$ cat src/rtl/bbt_pkg.sv
package bbt_pkg;

    typedef enum logic [1:0] {
        ST_IDLE  = 2'd0,
        ST_START = 2'd1,
        ST_RUN   = 2'd2,
        ST_STOP  = 2'd3
    } bbt_state_e;

    // Registered control of the timer sequencer
    typedef struct packed {
        bbt_state_e state;
        logic       half;   // second half of a start/stop bit period
        logic       sclk;   // internal clock level before polarity
        logic       strb;   // shift strobe
        logic       done;   // completion pulse
    } bbt_ctl_s;

endpackage

$ cat src/rtl/bbt_trig_cond.sv
module bbt_trig_cond (
    input  logic clk,
    input  logic rst_n,
    input  logic trig_in,
    input  logic trig_inv,
    input  logic en_on_rise,
    output logic trig_eff,
    output logic en_req
);
    typedef struct packed {
        logic prev;
    } trig_reg_s;

    trig_reg_s r_d, r_q;

    always_comb begin
        trig_eff = trig_in ^ trig_inv;
        r_d      = r_q;
        r_d.prev = trig_eff;
        if (en_on_rise) begin
            en_req = trig_eff && !r_q.prev;
        end else begin
            en_req = trig_eff;
        end
    end

    always_ff @(posedge clk or negedge rst_n) begin
        if (!rst_n) begin
            r_q <= '0;
        end else begin
            r_q <= r_d;
        end
    end
endmodule

$ cat src/rtl/bbt_half_div.sv
module bbt_half_div #(
    parameter int WIDTH = 8
) (
    input  logic             clk,
    input  logic             rst_n,
    input  logic [WIDTH-1:0] reload_val,
    input  logic             clear,
    input  logic             count,
    output logic             tick
);
    typedef struct packed {
        logic [WIDTH-1:0] cnt;
    } div_reg_s;

    div_reg_s r_d, r_q;

    always_comb begin
        r_d  = r_q;
        tick = count && (r_q.cnt == '0);
        if (clear) begin
            r_d.cnt = reload_val;
        end else if (count) begin
            if (r_q.cnt == '0) begin
                r_d.cnt = reload_val;
            end else begin
                r_d.cnt = r_q.cnt - 1'b1;
            end
        end
    end

    always_ff @(posedge clk or negedge rst_n) begin
        if (!rst_n) begin
            r_q <= '0;
        end else begin
            r_q <= r_d;
        end
    end
endmodule

$ cat src/rtl/bbt_edge_cnt.sv
module bbt_edge_cnt #(
    parameter int WIDTH = 8
) (
    input  logic             clk,
    input  logic             rst_n,
    input  logic [WIDTH-1:0] load_val,
    input  logic             load,
    input  logic             dec,
    output logic             last
);
    typedef struct packed {
        logic [WIDTH-1:0] cnt;
    } edge_reg_s;

    edge_reg_s r_d, r_q;

    always_comb begin
        r_d  = r_q;
        last = (r_q.cnt == '0);
        if (load) begin
            r_d.cnt = load_val;
        end else if (dec && !last) begin
            r_d.cnt = r_q.cnt - 1'b1;
        end
    end

    always_ff @(posedge clk or negedge rst_n) begin
        if (!rst_n) begin
            r_q <= '0;
        end else begin
            r_q <= r_d;
        end
    end
endmodule

$ cat src/rtl/bbt_baud_timer.sv
module bbt_baud_timer #(
    parameter int HALF_W = 8,
    parameter int EDGE_W = 8
) (
    input  logic                     clk,
    input  logic                     rst_n,
    input  logic [HALF_W+EDGE_W-1:0] cmp_val,
    input  logic                     trig_in,
    input  logic                     trig_inv,
    input  logic                     en_on_rise,
    input  logic                     dis_on_trig_low,
    input  logic                     start_bit_en,
    input  logic                     stop_bit_en,
    input  logic                     strb_on_fall,
    input  logic                     out_inv,
    output logic                     sclk_pin,
    output logic                     shift_strb,
    output logic                     busy,
    output logic                     done
);
    import bbt_pkg::*;

    localparam int CMP_W = HALF_W + EDGE_W;

    logic              trig_eff;
    logic              en_req;
    logic              tick;
    logic              last_edge;
    logic              div_clear;
    logic              div_count;
    logic              edge_load;
    logic              edge_dec;
    logic [HALF_W-1:0] half_cmp;
    logic [EDGE_W-1:0] edge_cmp;

    bbt_ctl_s c_d, c_q;

    assign half_cmp = cmp_val[HALF_W-1:0];
    assign edge_cmp = cmp_val[CMP_W-1:HALF_W];

    bbt_trig_cond i_trig (
        .clk        (clk),
        .rst_n      (rst_n),
        .trig_in    (trig_in),
        .trig_inv   (trig_inv),
        .en_on_rise (en_on_rise),
        .trig_eff   (trig_eff),
        .en_req     (en_req)
    );

    bbt_half_div #(.WIDTH(HALF_W)) i_half (
        .clk        (clk),
        .rst_n      (rst_n),
        .reload_val (half_cmp),
        .clear      (div_clear),
        .count      (div_count),
        .tick       (tick)
    );

    bbt_edge_cnt #(.WIDTH(EDGE_W)) i_edge (
        .clk      (clk),
        .rst_n    (rst_n),
        .load_val (edge_cmp),
        .load     (edge_load),
        .dec      (edge_dec),
        .last     (last_edge)
    );

    always_comb begin
        c_d       = c_q;
        c_d.strb  = 1'b0;
        c_d.done  = 1'b0;
        div_clear = 1'b0;
        div_count = 1'b0;
        edge_load = 1'b0;
        edge_dec  = 1'b0;

        if ((c_q.state != ST_IDLE) && dis_on_trig_low && !trig_eff) begin
            // early stop: back to idle without completion
            c_d.state = ST_IDLE;
            c_d.sclk  = 1'b0;
            c_d.half  = 1'b0;
        end else begin
            unique case (c_q.state)
                ST_IDLE: begin
                    div_clear = 1'b1;
                    edge_load = 1'b1;
                    c_d.sclk  = 1'b0;
                    c_d.half  = 1'b0;
                    if (en_req) begin
                        c_d.state = start_bit_en ? ST_START : ST_RUN;
                    end
                end
                ST_START: begin
                    div_count = 1'b1;
                    if (tick) begin
                        if (c_q.half) begin
                            c_d.state = ST_RUN;
                            c_d.half  = 1'b0;
                        end else begin
                            c_d.half  = 1'b1;
                        end
                    end
                end
                ST_RUN: begin
                    div_count = 1'b1;
                    if (tick) begin
                        c_d.strb = (c_q.sclk == strb_on_fall);
                        if (last_edge) begin
                            c_d.sclk  = 1'b0;
                            c_d.state = stop_bit_en ? ST_STOP : ST_IDLE;
                            c_d.done  = !stop_bit_en;
                        end else begin
                            c_d.sclk  = !c_q.sclk;
                            edge_dec  = 1'b1;
                        end
                    end
                end
                ST_STOP: begin
                    div_count = 1'b1;
                    if (tick) begin
                        if (c_q.half) begin
                            c_d.state = ST_IDLE;
                            c_d.half  = 1'b0;
                            c_d.done  = 1'b1;
                        end else begin
                            c_d.half  = 1'b1;
                        end
                    end
                end
                default: begin
                    c_d.state = ST_IDLE;
                end
            endcase
        end
    end

    always_ff @(posedge clk or negedge rst_n) begin
        if (!rst_n) begin
            c_q <= '{state: ST_IDLE, half: 1'b0, sclk: 1'b0, strb: 1'b0, done: 1'b0};
        end else begin
            c_q <= c_d;
        end
    end

    assign sclk_pin   = c_q.sclk ^ out_inv;
    assign shift_strb = c_q.strb;
    assign busy       = (c_q.state != ST_IDLE);
    assign done       = c_q.done;

endmodule

$ cat config.mk
export PLATFORM = sky130hd
export DESIGN_NAME = bbt_baud_timer
export DESIGN_NICKNAME = d
export VERILOG_FILES = /design/src/rtl/bbt_pkg.sv /design/src/rtl/bbt_trig_cond.sv /design/src/rtl/bbt_half_div.sv /design/src/rtl/bbt_edge_cnt.sv /design/src/rtl/bbt_baud_timer.sv
export SDC_FILE = /design/constraint.sdc
export NUM_CORES = 1
export LEC_CHECK = 0
export CAP_MARGIN = 20
export CORE_MARGIN = 3
export CORE_UTILIZATION = 56
export DETAILED_ROUTE_END_ITERATION = 8
export PLACE_DENSITY = 0.85
export REMOVE_ABC_BUFFERS = 1
export SYNTH_ARGS = -nofsm -noshare
export SYNTH_HDL_FRONTEND = slang
export SYNTH_HIERARCHICAL = 1
export SYNTH_SLANG_ARGS = --single-unit
$ cat constraint.sdc
create_clock -name clk -period 7.3 [get_ports clk]
set_clock_uncertainty 0.1 [all_clocks]
set_input_delay 1.095 -clock clk [delete_from_list [all_inputs] [get_ports clk]]
set_output_delay 1.095 -clock clk [all_outputs]
set_load 0.02 [all_outputs]
==> summary.txt <==
Detailed routing
  – Post-route ant nets: 0
  – Avg WL per Cell: 16.9 um
  – DRT Wirelength: 3780 um
  – Pre-antenna DRT Iters: 4
  – Remaining DRCs: 0
  – Starting DRC count in detailed routing: 89
  – Via density: 6.67
  – Vias: 1494

STA
  – Slew headroom: 0.404
  – Fmax achieved: 208 MHz
  – RSZ-0062 raised after global routing: no
  – Max Slew Vio Count: 0
  – Measured slew at the worst slew-check pin: 891 ps
  – Final min period: 4810 ps
  – Final Cycle Share: 0.659
  – Final Hold Fails: 0
  – Setup TNS: 0 ps
  – Final setup fails: 0

Yosys
  – Synth Instances: 166
  – Synthesized flop and latch total: 23
  – Syn_area_per_cell: 9.57 um2
  – Number of synthesized flops with an enable pin: 0
  – Ys async rst share: 1.00
  – Synth Warn #: 6
  – Synth cell types: 60
  – Register area share after synthesis: 0.362
  – Primary FF master, synth: dfrtp_1
  – Mapped Area: 1590 um2

Cells and area
  – Share of layout cells above drive strength 1: 0.103
  – Design area: 1930 um2
  – Commonest cells after routing, fill and taps aside: 29 x clkdlybuf4s50_1, 23 x dfrtp_1, 13 x nor2_1
  – Synthesis-to-finish area growth: 21.7%
  – Most common cell after layout, fill and taps aside: clkdlybuf4s50_1
  – Ant diodes: 0
  – Final nets: 225

Worst setup path
  – Reg2reg end: i_edge/r_q[7]
  – CP required: 7420 ps
  – Slowest CP cell: nor2_1
  – Startpoint types: input pin
  – Family with the most delay on the worst path: simple AND/OR/NAND/NOR gates
  – Crit path DAT: 4920 ps
  – R2R Setup Slk: 3470 ps
  – CP Class: in2reg
  – Most Frequent Cell on Critical Path: nor2_1
  – CP max stage delay: 680 ps
  – Worst-path maximum fanout: 16
  – Critical Path Sink Type: flop
  – R2R cell count: 9
  – Worst reg2reg startpoint: c_q[4]
  – Crit path buffers/inverters: 1
  – Worst-path cell chain: clkdlybuf4s50_1, xor2_1, and2b_2, nor2_1, and3_2, nand3_1, or2_1, nor2_1, or3b_1, o311a_1, a221o_1

Placed design
  – Routability cong.: 0.842
  – I/O Buffers: 29
  – Dpl hpwl: 2800 um
  – Post-DP Area: 1880 um2

Floorplanning
  – Die Y: 59.3 um
  – Die width: 59.3 um
  – Die ar.: 3510 um2
  – Std cell rows: 18
  – Ports: 30
  – Initial Util: 0.614
  – Core Region: 2590 um2

Global routing
  – Largest net degree at the start of global routing: 35
  – GRT Util Overall: 0.230
  – First-pass GRT wire length: 6170 um
  – Initial antenna violation count: 0
  – Vias in the first global route: 1362
  – Grt ovf: 0

Clock network
  – Deepest clock path buffer count: 2
  – Post-CTS Hold Fix Bufs: 0
  – CTS tree: yes
  – Clock transition at the registers of the reported paths: 140 ps
  – CTS buffer count: 3
  – Worst-skew pair later-pin latency: 320 ps
  – Post-CTS resize count: 0
  – Num Clock Sinks: 23
  – Root buf cell: clkbuf_4
  – H-tree levels: 1
  – Setup bufs post-CTS: 0

Pwr
  – P_leak: 0.000762 uW
  – Cell Pwr Density: 360 nW/um2
  – VDD IR max: 292 uV

Job
  – Total of max-cap violations: 0

Min path
  – Min-delay src: i_edge/r_q[4]
  – Worst min path class: reg2reg
  – Hold depth: 2
  – Hold Path End: i_edge/r_q[4]

Status
  – Status: complete, no violations
synth_stat cells (2+ instances only):
cell type	number	area [um2]
ha_1	4	50.1
o21ai_0	4	20.0
or4_1	3	22.5
nand3_1	4	20.0
a211o_1	2	17.5
a21oi_1	8	40.0
o221a_1	2	22.5
nor3b_1	5	37.5
nand2_1	6	22.5
clkbuf_1	3	11.3
a211oi_1	2	15.0
nand4_1	3	18.8
a211oi_2	2	25.0
nand2b_1	3	18.8
nor3_1	8	40.0
buf_2	2	10.0
dfrtp_1	23	576
o311a_1	2	20.0
nor4_1	2	12.5
a31oi_1	7	43.8
o2111a_1	2	22.5
nor4b_1	2	17.5
xor2_1	3	26.3
inv_1	9	33.8
mux2_1	2	22.5
nor2b_1	3	18.8
nor2_1	13	48.8
a221o_1	5	50.1
report_power, final:
| group | total, uW | switching, uW | internal, uW | leakage [uW] |
|---|---|---|---|---|
| Combinational | 375 | 202 | 173 | 0.000463 |
| Clock | 60.0 | 39.5 | 20.5 | 0.0000177 |
| Sequential | 261 | 81.8 | 179 | 0.000281 |
worst max path at each step:
stage	cells past startpoint	from	to
detailed placement	11	trig_in	i_edge/r_q[7]
finish	11	trig_in	i_edge/r_q[7]
global route	11	trig_in	i_edge/r_q[7]
floorplan	10	trig_inv	i_edge/r_q[7]
CTS	11	trig_in	i_edge/r_q[7]
global placement	11	trig_in	i_edge/r_q[7]
per-layer routing:
metal,up-vias,routed length (um),global-route usage
met5,-,0,0
met4,0,72,0.0615
met3,8,230,0.0523
met2,63,1900,0.401
met1,723,1580,0.283
li1,700,-,-
per-stage QoR:
step / hold WS [ps] / worst slack, ps / util / cells / power [uW]
after floorplan: 416 / 3150 / - / 159 / 520
after global placement: 457 / 2440 / 0.726 / 219 / 605
after detailed placement: 489 / 2230 / 0.726 / 219 / 628
after CTS: 509 / 2560 / 0.736 / 223 / 689
after global routing: 561 / 2340 / 0.747 / 224 / 757
final: 513 / 2490 / 0.747 / 224 / 696
kinds of logic after synthesis:
| group | after synthesis | share of synthesized area |
|---|---|---|
| AO/OA/AOI/OAI | 52 | 0.272 |
| AND/OR/NAND/NOR | 64 | 0.250 |
| multiplexers | 2 | 0.0142 |
| buffers and inverters | 18 | 0.0543 |
| adder cells (fa/ha/maj) | 4 | 0.0315 |
| flip-flops | 23 | 0.362 |
| XOR/XNOR | 3 | 0.0165 |
registers in the layout, indices dropped and copies added (netlist names):
| name | cells |
|---|---|
| c_q | 4 |
| done | 1 |
| i_edge/r_q | 8 |
| i_half/r_q | 8 |
| i_trig/r_q | 1 |
| shift_strb | 1 |
worst reg2reg max path: stages (launching register included):
cell and delay [ps]:
dfrtp_1 690, nor2_2 110, nor2_1 710, and3_2 430
nand3_1 110, or2_1 240, nor2_1 280, or3b_1 480
o311a_1 330, a221o_1 270
cell type report:
| class | instances | area, um2 |
|---|---|---|
| multi-input combinational | 125 | 927 |
| fill | 204 | 656 |
| sequential | 23 | 576 |
| timing repair buffer | 31 | 325 |
| inverter | 11 | 41.3 |
| tap | 30 | 37.5 |
| clock buffer | 3 | 22.5 |
| clock inverter | 1 | 5.00 |
No activity file was read; power rests on OpenSTA's default activity.
